===== src/rtl/bkpt_pkg.sv =====
package bkpt_pkg;

    localparam int BK_ADDR_W = 16;
    localparam int BK_DATA_W = 8;

    typedef struct packed {
        logic flag;
    } stat_st_t;

    typedef struct packed {
        logic req;
    } match_st_t;

endpackage


===== src/rtl/bkpt_regs.sv =====
module bkpt_regs #(
    parameter int ADDR_W = bkpt_pkg::BK_ADDR_W,
    parameter int DATA_W = bkpt_pkg::BK_DATA_W,
    parameter logic [ADDR_W-1:0] HI_ADDR = 16'hFE0C
) (
    input  logic              clk,
    input  logic              rst_n,
    input  logic [ADDR_W-1:0] bus_addr,
    input  logic              bus_wr,
    input  logic [DATA_W-1:0] bus_wdata,
    output logic [ADDR_W-1:0] tgt_addr,
    output logic [DATA_W-1:0] rd_data
);

    localparam int NLANE = ADDR_W / DATA_W;

    typedef struct packed {
        logic [ADDR_W-1:0] tgt;
    } regs_st_t;

    regs_st_t st_d, st_q;
    logic [NLANE-1:0]  lane_sel;
    logic [DATA_W-1:0] lane_rd [NLANE];

    // lane 0 is the least significant byte; the most significant byte sits at HI_ADDR
    for (genvar i = 0; i < NLANE; i++) begin : g_lane
        localparam logic [ADDR_W-1:0] LANE_ADDR = ADDR_W'(HI_ADDR + (NLANE - 1 - i));
        assign lane_sel[i] = (bus_addr == LANE_ADDR);
        assign lane_rd[i]  = lane_sel[i] ? st_q.tgt[i*DATA_W +: DATA_W] : '0;
    end

    always_comb begin
        st_d = st_q;
        for (int i = 0; i < NLANE; i++) begin
            if (bus_wr && lane_sel[i]) begin
                st_d.tgt[i*DATA_W +: DATA_W] = bus_wdata;
            end
        end
    end

    always_comb begin
        rd_data = '0;
        for (int i = 0; i < NLANE; i++) begin
            rd_data = rd_data | lane_rd[i];
        end
    end

    always_ff @(posedge clk or negedge rst_n) begin
        if (!rst_n) begin
            st_q <= '0;
        end else begin
            st_q <= st_d;
        end
    end

    assign tgt_addr = st_q.tgt;

endmodule


===== src/rtl/bkpt_match.sv =====
module bkpt_match
    import bkpt_pkg::*;
#(
    parameter int ADDR_W = bkpt_pkg::BK_ADDR_W,
    parameter int DATA_W = bkpt_pkg::BK_DATA_W
) (
    input  logic              clk,
    input  logic              rst_n,
    input  logic [ADDR_W-1:0] bus_addr,
    input  logic              bus_valid,
    input  logic              brk_en,
    input  logic [ADDR_W-1:0] tgt_addr,
    output logic              hit_now,
    output logic              brk_req
);

    localparam int NLANE = ADDR_W / DATA_W;

    match_st_t st_d, st_q;
    logic [NLANE-1:0] lane_eq;

    // byte-lane comparators, reduced below
    for (genvar i = 0; i < NLANE; i++) begin : g_cmp
        assign lane_eq[i] = (bus_addr[i*DATA_W +: DATA_W] == tgt_addr[i*DATA_W +: DATA_W]);
    end

    always_comb begin
        hit_now  = bus_valid && brk_en && (&lane_eq);
        st_d     = st_q;
        st_d.req = hit_now;
    end

    always_ff @(posedge clk or negedge rst_n) begin
        if (!rst_n) begin
            st_q <= '0;
        end else begin
            st_q <= st_d;
        end
    end

    assign brk_req = st_q.req;

endmodule


===== src/rtl/bkpt_status.sv =====
module bkpt_status
    import bkpt_pkg::*;
#(
    parameter int ADDR_W = bkpt_pkg::BK_ADDR_W,
    parameter int DATA_W = bkpt_pkg::BK_DATA_W,
    parameter logic [ADDR_W-1:0] STAT_ADDR = 16'hFE00,
    parameter int FLAG_BIT = 1
) (
    input  logic              clk,
    input  logic              rst_n,
    input  logic [ADDR_W-1:0] bus_addr,
    input  logic              bus_wr,
    input  logic              wr_flag_bit,
    input  logic              hit_now,
    input  logic              core_lowpwr,
    output logic              flag,
    output logic [DATA_W-1:0] rd_data
);

    stat_st_t st_d, st_q;
    logic sel, set_c, clr_c;

    always_comb begin
        sel   = (bus_addr == STAT_ADDR);
        set_c = hit_now && core_lowpwr;
        clr_c = bus_wr && sel && !wr_flag_bit;
        st_d  = st_q;
        // a set at the same edge overrides a clearing write
        if (set_c) begin
            st_d.flag = 1'b1;
        end else if (clr_c) begin
            st_d.flag = 1'b0;
        end
    end

    always_ff @(posedge clk or negedge rst_n) begin
        if (!rst_n) begin
            st_q <= '0;
        end else begin
            st_q <= st_d;
        end
    end

    always_comb begin
        rd_data           = '0;
        rd_data[FLAG_BIT] = sel && st_q.flag;
    end

    assign flag = st_q.flag;

endmodule


===== src/rtl/bkpt_unit.sv =====
module bkpt_unit #(
    parameter int ADDR_W = bkpt_pkg::BK_ADDR_W,
    parameter int DATA_W = bkpt_pkg::BK_DATA_W,
    parameter logic [ADDR_W-1:0] HI_ADDR   = 16'hFE0C,
    parameter logic [ADDR_W-1:0] STAT_ADDR = 16'hFE00,
    parameter int FLAG_BIT = 1
) (
    input  logic              clk,
    input  logic              rst_n,
    input  logic [ADDR_W-1:0] bus_addr,
    input  logic              bus_valid,
    input  logic              bus_wr,
    input  logic [DATA_W-1:0] bus_wdata,
    output logic [DATA_W-1:0] bus_rdata,
    input  logic              brk_en,
    input  logic              core_lowpwr,
    output logic              brk_req
);

    logic [ADDR_W-1:0] tgt_addr;
    logic [DATA_W-1:0] regs_rd, stat_rd;
    logic              hit_now;
    logic              flag;

    bkpt_regs #(
        .ADDR_W (ADDR_W),
        .DATA_W (DATA_W),
        .HI_ADDR(HI_ADDR)
    ) u_regs (
        .clk      (clk),
        .rst_n    (rst_n),
        .bus_addr (bus_addr),
        .bus_wr   (bus_wr),
        .bus_wdata(bus_wdata),
        .tgt_addr (tgt_addr),
        .rd_data  (regs_rd)
    );

    bkpt_match #(
        .ADDR_W(ADDR_W),
        .DATA_W(DATA_W)
    ) u_match (
        .clk      (clk),
        .rst_n    (rst_n),
        .bus_addr (bus_addr),
        .bus_valid(bus_valid),
        .brk_en   (brk_en),
        .tgt_addr (tgt_addr),
        .hit_now  (hit_now),
        .brk_req  (brk_req)
    );

    bkpt_status #(
        .ADDR_W   (ADDR_W),
        .DATA_W   (DATA_W),
        .STAT_ADDR(STAT_ADDR),
        .FLAG_BIT (FLAG_BIT)
    ) u_status (
        .clk        (clk),
        .rst_n      (rst_n),
        .bus_addr   (bus_addr),
        .bus_wr     (bus_wr),
        .wr_flag_bit(bus_wdata[FLAG_BIT]),
        .hit_now    (hit_now),
        .core_lowpwr(core_lowpwr),
        .flag       (flag),
        .rd_data    (stat_rd)
    );

    // address windows are disjoint, so an OR merges the read paths
    assign bus_rdata = regs_rd | stat_rd;

endmodule


===== config.mk =====
export PLATFORM = sky130hd
export DESIGN_NAME = bkpt_unit
export DESIGN_NICKNAME = d
export VERILOG_FILES = /design/src/rtl/bkpt_pkg.sv /design/src/rtl/bkpt_regs.sv /design/src/rtl/bkpt_match.sv /design/src/rtl/bkpt_status.sv /design/src/rtl/bkpt_unit.sv
export SDC_FILE = /design/constraint.sdc
export NUM_CORES = 1
export LEC_CHECK = 0
export BUFFER_PORTS_ARGS = -buffer_cell sky130_fd_sc_hd__buf_4
export CORE_MARGIN = 3
export CORE_UTILIZATION = 49
export DETAILED_ROUTE_END_ITERATION = 10
export GPL_TIMING_DRIVEN = 1
export PLACE_DENSITY_LB_ADDON = 0.08
export SYNTH_ARGS = -nofsm -noshare
export SYNTH_HDL_FRONTEND = slang
export SYNTH_SLANG_ARGS = --single-unit

===== constraint.sdc =====
create_clock -name clk -period 1.9 [get_ports clk]
set_clock_uncertainty 0.15 [all_clocks]
set_input_delay 0 -clock clk [delete_from_list [all_inputs] [get_ports clk]]
set_output_delay 0 -clock clk [all_outputs]
set_load 0.01 [all_outputs]

## Word-level counts from Yosys, hierarchy flattened

Cells that the tools add are included.

| operators by class | value |
|---|---|
| add/subtract/negate cells | 0 |
| $mul | 0 |
| div/mod/pow operators | 0 |
| $lt $le $gt $ge | 0 |
| equal/unequal tests | 5 |
| shift-type cells | 0 |
| multiplexer cells | 4 |
| bitwise operators | 2 |
| reduce and logical (&&, ||, !) cells | 11 |

Operators with widths:

| operator | count |
|---|---|
| 16-bit == test (second input constant) | 3 |
| 8-bit == test | 2 |
| 8-bit 2-to-1 mux | 2 |
| 1-bit logical AND | 8 |
| 8-bit by 2-bit OR with 8-bit output | 1 |
| 8-bit OR | 1 |
| 1-bit 2-to-1 mux | 2 |
| 2-bit AND reduction | 1 |
| 2-bit nonzero test | 1 |
| 1-bit logical NOT | 1 |

| storage, ports and cells | value |
|---|---|
| flip-flop bits (word level) | 18 |
| bits in latches | 0 |
| bits in writable memories | 0 |
| ROM bits | 0 |
| input bits | 30 |
| output and inout port bits | 9 |
| logic and storage cells | 26 |
| memories kept | 0 |

## Depth between registers and ports, before layout

Gate-level depths: netlist (run 1).

| logic depth | value |
|---|---|
| depth after elaboration | 5 |
| depth in mapped cells | 5 |
| depth with buffers taken out | 4 |

## Hierarchy

A second synthesis (run 1) with hierarchy kept.

| second synthesis, totals | value |
|---|---|
| cells, all modules | 102 |
| area, all modules | 1173.6 µm² |

By module, submodules not included:

| module | times used | cells an instance | area an instance (µm²) | sequential area each (µm²) |
|---|---|---|---|---|
| bkpt_regs | 1 | 52 | 758.2 | 400.4 |
| bkpt_match | 1 | 23 | 209.0 | 25.0 |
| bkpt_status | 1 | 19 | 156.4 | 25.0 |
| bkpt_unit | 1 | 8 | 50.0 | 0.0 |

## Worst setup path before layout (run 1)

Ideal clock, no wire load.

| timing | value |
|---|---|
| path kind | input to register |
| start point | input bus_addr[7] |
| end point | register u_regs.st_q, in the netlist u_regs.tgt_addr[0] |
| setup time | 0.125 ns |
| arrival | 1.348 ns |
| path slack | 0.276 ns |
| stages | 5 |
| path buffers | 1 |
| cells stage by stage | nor4b_2 nand4_2 or4_4 buf_6 mux2_4 |

| between the ends | value |
|---|---|
| longest elaborated chain between the ends | 2 |

RTL lines:

| item | RTL line | source |
|---|---|---|
| from (decl) | bkpt_unit.sv:10 | `input logic [ADDR_W-1:0] bus_addr,` |
| 16-bit == test | bkpt_regs.sv:28 | `assign lane_sel[i] = (bus_addr == LANE_ADDR);` |
| 1-bit logical AND | bkpt_regs.sv:35 | `if (bus_wr && lane_sel[i]) begin` |
| to (signal assigned) | bkpt_regs.sv:52 | `st_q <= st_d;` |
| to (decl) | bkpt_regs.sv:21 | `regs_st_t st_d, st_q;` |

Every way passes these cells.
A chain may end at the register's enable or synchronous reset.

## Worst setup path after layout (run 1)

| timing | value |
|---|---|
| start point | register u_regs.st_q, in the netlist u_regs.tgt_addr[1] |
| end point | register u_status.st_q (netlist: u_status.flag) |

| between the ends | value |
|---|---|
| longest elaborated chain between the ends | 5 |
| elaborated cells between the ends (all ways) | 6 |
| classes of those cells | eq/ne (1); mux (1); reduce/logical (4) |

RTL lines:

| item | RTL line | source |
|---|---|---|
| 8-bit == test (*) | bkpt_match.sv:24 | `assign lane_eq[i] = (bus_addr[i*DATA_W +: DATA_W] == tgt_addr[i*DATA_W +: DATA_W]);` |
| 2-bit AND reduction (*) | bkpt_match.sv:28 | `hit_now = bus_valid && brk_en && (&lane_eq);` |
| 1-bit logical AND (*) | bkpt_match.sv:28 |  |
| 1-bit logical AND (*) | bkpt_status.sv:25 | `set_c = hit_now && core_lowpwr;` |
| 1-bit 2-to-1 mux / 2-bit nonzero test (equally long branches) | n/a |  |
| to (signal assigned) | bkpt_status.sv:40 | `st_q <= st_d;` |
| to (decl) | bkpt_status.sv:20 | `stat_st_t st_d, st_q;` |

Mark *: on every way between the ends. The rest lies on a longest branch, timed or not.

==> qor.txt, run 1 <==
worst hold path type -> primary input to flip-flop
Cell Area, Synth -> 1110 µm²
layout cells sized above 1 -> 42.9%
Antenna Nets Post-Route -> 0
grt ovf -> 0
first-pass GRT wire length -> 5.13 mm
number of enable flip-flop cells after synthesis -> 0
Max Fanout on Critical Path -> 3
post-synth top area share -> 40.5%
design area -> 1750 µm²
Initial Util -> 53.9%
Setup Crit Path Kind -> flip-flop to flip-flop
Die H -> 53.6 µm
DP Area -> 1430 µm²
asr flop ratio synth -> 100%
WP data arrival -> 1870 ps
Syn-to-layout area delta -> 57.8%
die area -> 2880 µm²
Max Cap Viol -> 0
post-synthesis sequential area ratio -> 40.5%
largest net degree at the start of global routing -> 19
CP max stage delay -> 510 ps
Power Density -> 442 nW/µm²
CP bufs+invs -> 0
initial antenna violation count -> 0
fin crit share -> 96.0%
Synth area leader -> dfrtp_1
CP required -> 1950 ps
fillers -> 118
CTS Sinks -> 18
crit start category -> flip-flop
initial drt markers -> 44
count of cell types in the netlist -> 28
Mapped Cells -> 95
GRT Total Usage -> 25.3%
Max IR drop VDD -> 0.535 mV
Post-synth top flop -> dfrtp_1
flip-flop and latch count after synthesis -> 18
largest cells by area after synthesis -> dfrtp_1, mux2_4, mux2_2, mux2i_1, xnor2_1
warning count from the yosys run -> 0
number of global-route vias before repair -> 1052
cell with the most instances after synthesis -> dfrtp_1
syn_nets -> 125
nets@finish -> 194
# diodes -> 0
routability cong. -> 0.939
I/O Buffers -> 38
worst-path cell chain -> xnor2_1 -> nand2_1 -> or4_1 -> o41ai_1
clock tree from TritonCTS -> done
post-detail-place hpwl -> 2.08 mm
CTS max path bufs -> 2
run status -> finished clean
drt drc -> 0
Critical Path End Type -> flip-flop
worst-path cell with the longest stage delay -> or4_1
# rows -> 16
routed length per instance -> 17.8 µm
Final Hold Viols -> 0
H-tree Lvls -> 1
total number of vias -> 1055
Slew headroom -> 42.4%
Clock transition at path regs -> 110 ps
min Tclk post-route -> 1820 ps
Syn Area/Cell -> 11.7 µm²
core area -> 2060 µm²
Final setup viols -> 0
Routed Wire Length -> 3.38 mm
Fmax -> 0.549 GHz
Num CTS Buffers -> 3
Worst Max-Slew Pin Slew -> 861 ps
fin util -> 85.0%
Lkg Pwr -> 0.859 nW
final setup TNS -> 0 ps
Die W -> 53.6 µm
cell family with most CP delay -> simple AND/OR/NAND/NOR gates
Final Max Slew Viols -> 0
via/cell ratio -> 5.55
# IOs -> 39
Synth top cells by count -> dfrtp_1, nor2_1, xnor2_1
Pre-Repair DR Iteration Count -> 5
CTS Root Cell -> clkbuf_4
clock latency on the worst-skew pair -> 300 ps
## cell type report
type	count	area [µm²]	area share, %
multi-input cells	68	642	36.6
repair buffers	67	568	32.4
flip-flops and latches	18	450	25.7
clock buffers	4	36.3	2.07
inverters	6	22.5	1.28
well taps	27	33.8	1.93
## cells in the final DEF, fill, tap and decap left out, drive strengths merged
cell,instances
buf,41
dlygate4sd3,26
dfrtp,18
mux2,16
nor2,9
xnor2,9
mux2i,8
inv,6
xor2,4
clkbuf,4
nand4,3
nand2,2
nand3,2
nor3,2
or4,2
nor4,2
o41ai,2
and4b,1
nor4b,1
or2,1
o22ai,1
o211ai,1
a222oi,1
o2bb2ai,1
## layer usage
layer,share of wire (%),track usage (%)
met5,0,0
met2,52,45.3
met4,1.9,6.38
met3,6.7,4.16
met1,39,31.5
## registers in the layout (all words and copies together), names as in the netlist
name	flops
u_regs.tgt_addr	16
u_match.brk_req	1
u_status.flag	1
## worst min-delay path: cells and delay by family
kind | cells | cell delay, ps
xor gates and xnor gates | 1 | 60
and+or+nand+nor | 3 | 290
buffers and inverters | 1 | 100
## timing repair
item,4_1_cts,5_1_grt
setup buffers,0,1
setup endpoints to repair,0,1
gates resized for setup,0,3
hold buffers,26,0
hold endpoints to repair,36,0
## stage by stage
step | power (W) | hold slack [ps] | setup WS, ps | instances
6_report | 0.000774 | 32.3 | 76.9 | 190
5_1_grt | 0.000807 | 56.2 | -61.5 | 190
4_1_cts | 0.000772 | 3.40 | 50.9 | 189
3_5_place_dp | 0.000492 | -270 | 67.8 | 159
3_3_place_gp | 0.000491 | -271 | 91.1 | 159
2_1_floorplan | 0.000422 | -446 | 276 | 95
## where the power goes
part	leakage [nW]	switching, W	total, W	internal (W)
logic	0.586	0.0000588	0.000148	0.0000890
clock network	0.0210	0.000127	0.000243	0.000117
registers	0.252	0.000000146	0.000383	0.000383
total	0.859	0.000185	0.000774	0.000589
## cell families after synthesis
kind of cell	Yosys count	share of synthesized area [%]
flops	18	40.5
simple gates	25	14.9
mux	24	26.1
compound gates	6	4.51
buf+inv	9	3.72
xor+xnor	13	10.2
## worst paths after layout
check | from | cells after the start | slack (ps) | endpoint
worst max register to register | u_regs.tgt_addr[1] | 4 | 80 | u_status.flag
worst min-delay path | bus_addr[3] | 5 | 30 | u_match.brk_req
max in group asynchronous | rst_n | 3 | 350 | u_regs.tgt_addr[12]
worst min register to register | u_status.flag | 2 | 410 | u_status.flag
min in group asynchronous | rst_n | 3 | 730 | u_regs.tgt_addr[1]
worst max-delay path | u_regs.tgt_addr[1] | 4 | 80 | u_status.flag
Note: power is estimated with default switching activity, not from simulation.
==> inputs of run 2 (changes only) <==
Settings changed: HOLD_SLACK_MARGIN set to 0.08.
==> run 2 against run 1 <==
  * The run now ends with setup timing left
  * Final cell count is 2.1% higher
  * Register-to-register slack got worse by 80 ps
  * Non-clock buffer count up 4
  * Critical endpoint unchanged
  * Largest power group unchanged
==> qor.txt, run 2 (synthesis results as in run 1) <==
number of global-route vias before repair -> 1071
fin crit share -> 100%
Fmax -> 0.525 GHz
run status -> finished, violations left
H-tree Lvls -> 1
clock power share -> 31.3%
Max IR drop VDD -> 0.513 mV
Initial Util -> 53.9%
Antenna Nets Post-Route -> 0
CP required -> 1950 ps
CTS Root Cell -> clkbuf_4
cell family with most CP delay -> buffers and inverters
Die H -> 53.6 µm
first-pass GRT wire length -> 5.08 mm
routability cong. -> 0.939
CTS max path bufs -> 2
worst-path cell chain -> xnor2_1 -> nand3_1 -> dlygate4sd3_1 -> o41ai_1
I/O Buffers -> 38
internal power -> 0.000594 W
Max Cap Viol -> 0
design area -> 1780 µm²
max reg flops -> 16
drt drc -> 0
layout cells sized above 1 -> 41.3%
DP Area -> 1430 µm²
grt ovf -> 0
most common cell after layout, fill and taps aside -> buf_4
final non-filler cell total -> 194
routed length per instance -> 17.3 µm
worst hold path type -> primary input to flip-flop
pre-CTS setup slack -> 67.8 ps
nets@finish -> 198
core area -> 2060 µm²
Clock transition at path regs -> 110 ps
Num CTS Buffers -> 3
initial drt markers -> 33
# diodes -> 0
Die W -> 53.6 µm
# rows -> 16
Final setup viols -> 1
switching pwr -> 0.000188 W
Syn-to-layout area delta -> 60.5%
commonest non-fill, non-tap cells in the layout -> buf_4, dlygate4sd3_1, dfrtp_1, nor2_1, xnor2_1
Routed Wire Length -> 3.35 mm
Comb pwr share -> 19.7%
die area -> 2880 µm²
crit start category -> flip-flop
initial antenna violation count -> 0
Max Fanout on Critical Path -> 2
min Tclk post-route -> 1900 ps
worst-path cell with the longest stage delay -> dlygate4sd3_1
Worst Max-Slew Pin Slew -> 836 ps
Pre-Repair DR Iteration Count -> 4
clock latency on the worst-skew pair -> 300 ps
Power Density -> 439 nW/µm²
failing checks -> setup timing
Final Hold Viols -> 0
total number of vias -> 1054
sequential share of power -> 49.0%
Lkg Pwr -> 0.870 nW
Setup Crit Path Kind -> flip-flop to flip-flop
via/cell ratio -> 5.43
CP bufs+invs -> 1
# IOs -> 39
Sw Share -> 24.0%
post-detail-place hpwl -> 2.08 mm
clock tree from TritonCTS -> done
GRT Total Usage -> 25.0%
Critical Path End Type -> flip-flop
WP data arrival -> 1950 ps
dpl cells -> 159
CP max stage delay -> 600 ps
CTS Sinks -> 18
Worst Setup Slack, final -> -2.96 ps
Slew headroom -> 44.1%
Final Max Slew Viols -> 0
largest net degree at the start of global routing -> 19
fin util -> 86.5%
==> run 2: cell types whose count changed in the layout (fill, tap and decap cells not counted), sizes merged <==
cell	before	now
dlygate4sd3	26	30
==> run 2: per-stage QoR <==
stage | hold slack (ps) | setup TNS (ps) | power, W
CTS | 117 | 0 | 0.000778
floorplan | -446 | 0 | 0.000422
finish | 118 | -2.96 | 0.000782
detailed placement | -270 | 0 | 0.000492
global route | 184 | -83.3 | 0.000812
global placement | -271 | 0 | 0.000491
==> run 2: power groups by stage <==
stage	registers [W]	logic [W]	clock network, W
floorplan	0.000391	0.0000309	0
global placement	0.000391	0.000100	0
detailed placement	0.000391	0.000102	0
CTS	0.000383	0.000146	0.000248
global route	0.000383	0.000165	0.000263
finish	0.000383	0.000154	0.000245
==> run 2: repair_timing <==
item / CTS / global route
gates resized for setup: 0 / 2
hold buffers: 30 / 1
endpoints found under the setup margin: 0 / 1
endpoints found under the hold margin: 36 / 1
buffers inserted: 0 / 1
==> run 2: final cells by class <==
class	instances	area (µm²)
Inverter	6	22.5
Clock buffer	4	36.3
Sequential cell	18	450
Fill cell	107	279
Tap cell	27	33.8
Timing Repair Buffer	71	608
Multi-Input combinational cell	68	632
==> run 2: layer usage <==
metal  global-route usage, %  share of wire [%]  up-vias
met3                    3.05                5.4        7
met5                       0                  0        -
li1                        -                  -      488
met2                    44.1                 51       49
met1                    30.8                 42      510
met4                    9.79                1.7        0
==> run 2: worst register-to-register path, delay by kind of cell (launching register included) <==
kind,cells,cell delay [ps]
buffers and inverters,1,600
and+or+nand+nor,1,110
AOI/OAI and AO/OA,1,330
DFF,1,420
xor gates and xnor gates,1,190
==> run 2: worst paths after layout <==
path,startpoint,endpoint,slack [ps],depth (start not counted)
worst max-delay path,u_regs.tgt_addr[11],u_status.flag,-3,4
worst min-delay path,bus_addr[0],u_status.flag,120,5
worst max register to register,u_regs.tgt_addr[11],u_status.flag,-3,4
worst min register to register,u_status.flag,u_status.flag,410,2
max in group asynchronous,rst_n,u_regs.tgt_addr[14],370,3
min in group asynchronous,rst_n,u_status.flag,710,3
==> inputs of run 3 (changes only) <==
Settings changed: ABC_AREA set to 1, CORE_UTILIZATION 49 to 40, SYNTH_HIERARCHICAL set to 1.
==> run 3 against run 2 <==
  * The run now ends clean
  * Sequential cell count did not move
  * Global-route usage shrank 4.7 points
  * Final cell count grew 86%
  * Synthesized area increased by 42%
  * Cell area rose by 24%
  * Via count is 58% higher
  * Total power is 15% higher
  * Utilization is 27 points lower
  * Register-to-register slack better by 60 ps
  * Critical path type unchanged
  * Synthesized cell count increased to 2.6 times the previous value
  * Worst hold slack got worse by 26 ps
  * Highest routed layer unchanged
  * Clock power up 33%
  * Largest cell class unchanged
==> qor.txt, run 3 <==
largest cells by area after synthesis -> dfrtp_1, nand2_1, inv_1, nand4_1, nand3_1
hold path cells -> 6
pre-CTS setup slack -> 551 ps
Syn Area/Cell -> 6.48 µm²
post-detail-place hpwl -> 3.13 mm
run status -> finished clean
largest net degree at the start of global routing -> 35
Max Cap Viol -> 0
Final Max Slew Viols -> 0
Synth area leader -> dfrtp_1
number of global-route vias before repair -> 1494
initial drt markers -> 61
worst hold path type -> primary input to flip-flop
clock tree from TritonCTS -> done
fin crit share -> 97.1%
WP data arrival -> 1900 ps
Post-Synth Simple-Gate Area -> 48.6%
commonest non-fill, non-tap cells in the layout -> nand2_1, inv_1, buf_4, dlygate4sd3_1, nand3_1
Synth Area in Compound Gates -> 1.43%
GRT Total Usage -> 20.3%
Worst Setup Slack, final -> 54.8 ps
clock power share -> 36.2%
Die H -> 68.9 µm
Synth top cells by count -> nand2_1, inv_1, nand3_1
Routed Wire Length -> 4.38 mm
min Tclk post-route -> 1850 ps
flip-flop and latch count after synthesis -> 18
first-pass GRT wire length -> 6.98 mm
Final Hold Viols -> 0
routed length per instance -> 12.2 µm
Max Fanout on Critical Path -> 4
Power Density -> 407 nW/µm²
switching pwr -> 0.000232 W
# IOs -> 39
CTS Root Cell -> clkbuf_8
layout cells sized above 1 -> 21.5%
sequential share of power -> 42.5%
dpl cells -> 322
post-synth top area share -> 28.5%
# diodes -> 0
Lkg Pwr -> 1.25 nW
Slew headroom -> 42.3%
H-tree Lvls -> 1
count of cell types in the netlist -> 23
Critical Path End Type -> flip-flop
Synth Area in Adders -> 0%
number of enable flip-flop cells after synthesis -> 0
CTS max path bufs -> 2
Worst Max-Slew Pin Slew -> 863 ps
fillers -> 378
CP required -> 1950 ps
Num CTS Buffers -> 3
fin util -> 59.1%
via/cell ratio -> 4.63
# rows -> 22
post-synthesis sequential area ratio -> 28.5%
grt ovf -> 0
Initial Util -> 42.2%
most common cell after layout, fill and taps aside -> nand2_1
internal power -> 0.000669 W
Fmax -> 0.542 GHz
main combinational cell family by area after synthesis -> simple AND/OR/NAND/NOR gates
Max IR drop VDD -> 0.375 mV
Comb pwr share -> 21.3%
post-synthesis xor/xnor area fraction -> 1.66%
CTS Sinks -> 18
crit start category -> flip-flop
initial antenna violation count -> 0
Clock transition at path regs -> 80 ps
asr flop ratio synth -> 100%
core area -> 3740 µm²
nets@finish -> 343
drt drc -> 0
Final setup viols -> 0
I/O Buffers -> 38
mux cell area share after synthesis -> 0%
Post-synth top flop -> dfrtp_1
Pre-Repair DR Iteration Count -> 4
Die W -> 68.9 µm
Register-to-Register Path Depth -> 9
Setup Crit Path Kind -> flip-flop to flip-flop
cell with the most instances after synthesis -> nand2_1
Syn-to-layout area delta -> 40.1%
routability cong. -> 0.812
clock latency on the worst-skew pair -> 260 ps
Antenna Nets Post-Route -> 0
total number of vias -> 1666
final non-filler cell total -> 360
die area -> 4740 µm²
warning count from the yosys run -> 6
Cell Area, Synth -> 1580 µm²
Mapped Cells -> 244
Sw Share -> 25.8%
max reg flops -> 16
run 3: changes by cell type in the layout (fill, tap and decap cells not counted), sizes merged, moves of 7 or more:
cell	previous run	this run
conb	0	7
inv	6	47
mux2	16	0
mux2i	8	0
nand2	2	91
nand3	2	21
nand4	3	19
nor2	9	25
xnor2	9	2
run 3: power by group through the flow:
stage / Sequential, W / Clock, W / Combinational (W)
5_1_grt: 0.000383 / 0.000356 / 0.000213
2_1_floorplan: 0.000391 / 0 / 0.0000755
4_1_cts: 0.000383 / 0.000338 / 0.000194
3_5_place_dp: 0.000391 / 0 / 0.000152
3_3_place_gp: 0.000391 / 0 / 0.000152
6_report: 0.000383 / 0.000326 / 0.000192
run 3: through the flow:
step           TNS [ps]  total power (W)  instance area (µm²)  hold slack, ps
2_1_floorplan         0         0.000466                 1600            -446
3_3_place_gp          0         0.000543                 1820            -259
3_5_place_dp          0         0.000543                 1820            -259
4_1_cts               0         0.000915                 2180             105
5_1_grt           -37.2         0.000952                 2210             135
6_report              0         0.000901                 2210            91.7
run 3: worst paths after layout:
path                                          from                   to  slack (ps)
max in group asynchronous                    rst_n   u_regs/tgt_addr[8]         280
worst max register to register  u_regs/tgt_addr[3]        u_status/flag          50
worst min-delay path                   bus_addr[4]  u_regs/tgt_addr[10]          90
worst max-delay path            u_regs/tgt_addr[3]        u_status/flag          50
min in group asynchronous                    rst_n        u_status/flag         780
worst min register to register       u_status/flag        u_status/flag         330
run 3: what timing repair did:
item | CTS | global route
hold buffers | 31 | 0
resized for setup | 0 | 4
hold endpoints to repair | 36 | 0
buffers inserted | 0 | 6
setup endpoints to repair | 0 | 4
run 3: critical path, cell delays in order (launching register included):
cell	delay, ps
dfrtp_1	410
inv_1	50
nand2_1	50
nand4_1	80
dlygate4sd3_1	550
nor2_1	120
nand3_1	110
nor2_2	130
nand2_1	60
nand2_1	60
run 3: logic make-up (layout without fill, tap and decap cells):
kind of cell	count (synthesis)	after routing
AOI/OAI and AO/OA	4	4
xor gates and xnor gates	3	3
buffers and inverters	61	123
DFF	18	18
other	1	7
and+or+nand+nor	157	157
run 3: area by class of cell:
| type | instances | area (µm²) | share of cell area [%] |
|---|---|---|---|
| tap | 48 | 60.1 | 2.71 |
| timing repair buffer | 72 | 623 | 28.2 |
| sequential | 18 | 450 | 20.4 |
| multi-input combinational | 171 | 848 | 38.3 |
| inverter | 47 | 176 | 7.97 |
| clock buffer | 4 | 55.1 | 2.49 |
run 3: metal layers:
| layer | up-vias | track usage, % | share of wire, % |
|---|---|---|---|
| li1 | 872 | - | - |
| met3 | 6 | 3.57 | 6.9 |
| met5 | - | 0 | 0 |
| met4 | 0 | 3.65 | 0.89 |
| met1 | 737 | 25.6 | 44 |
| met2 | 51 | 36.4 | 48 |
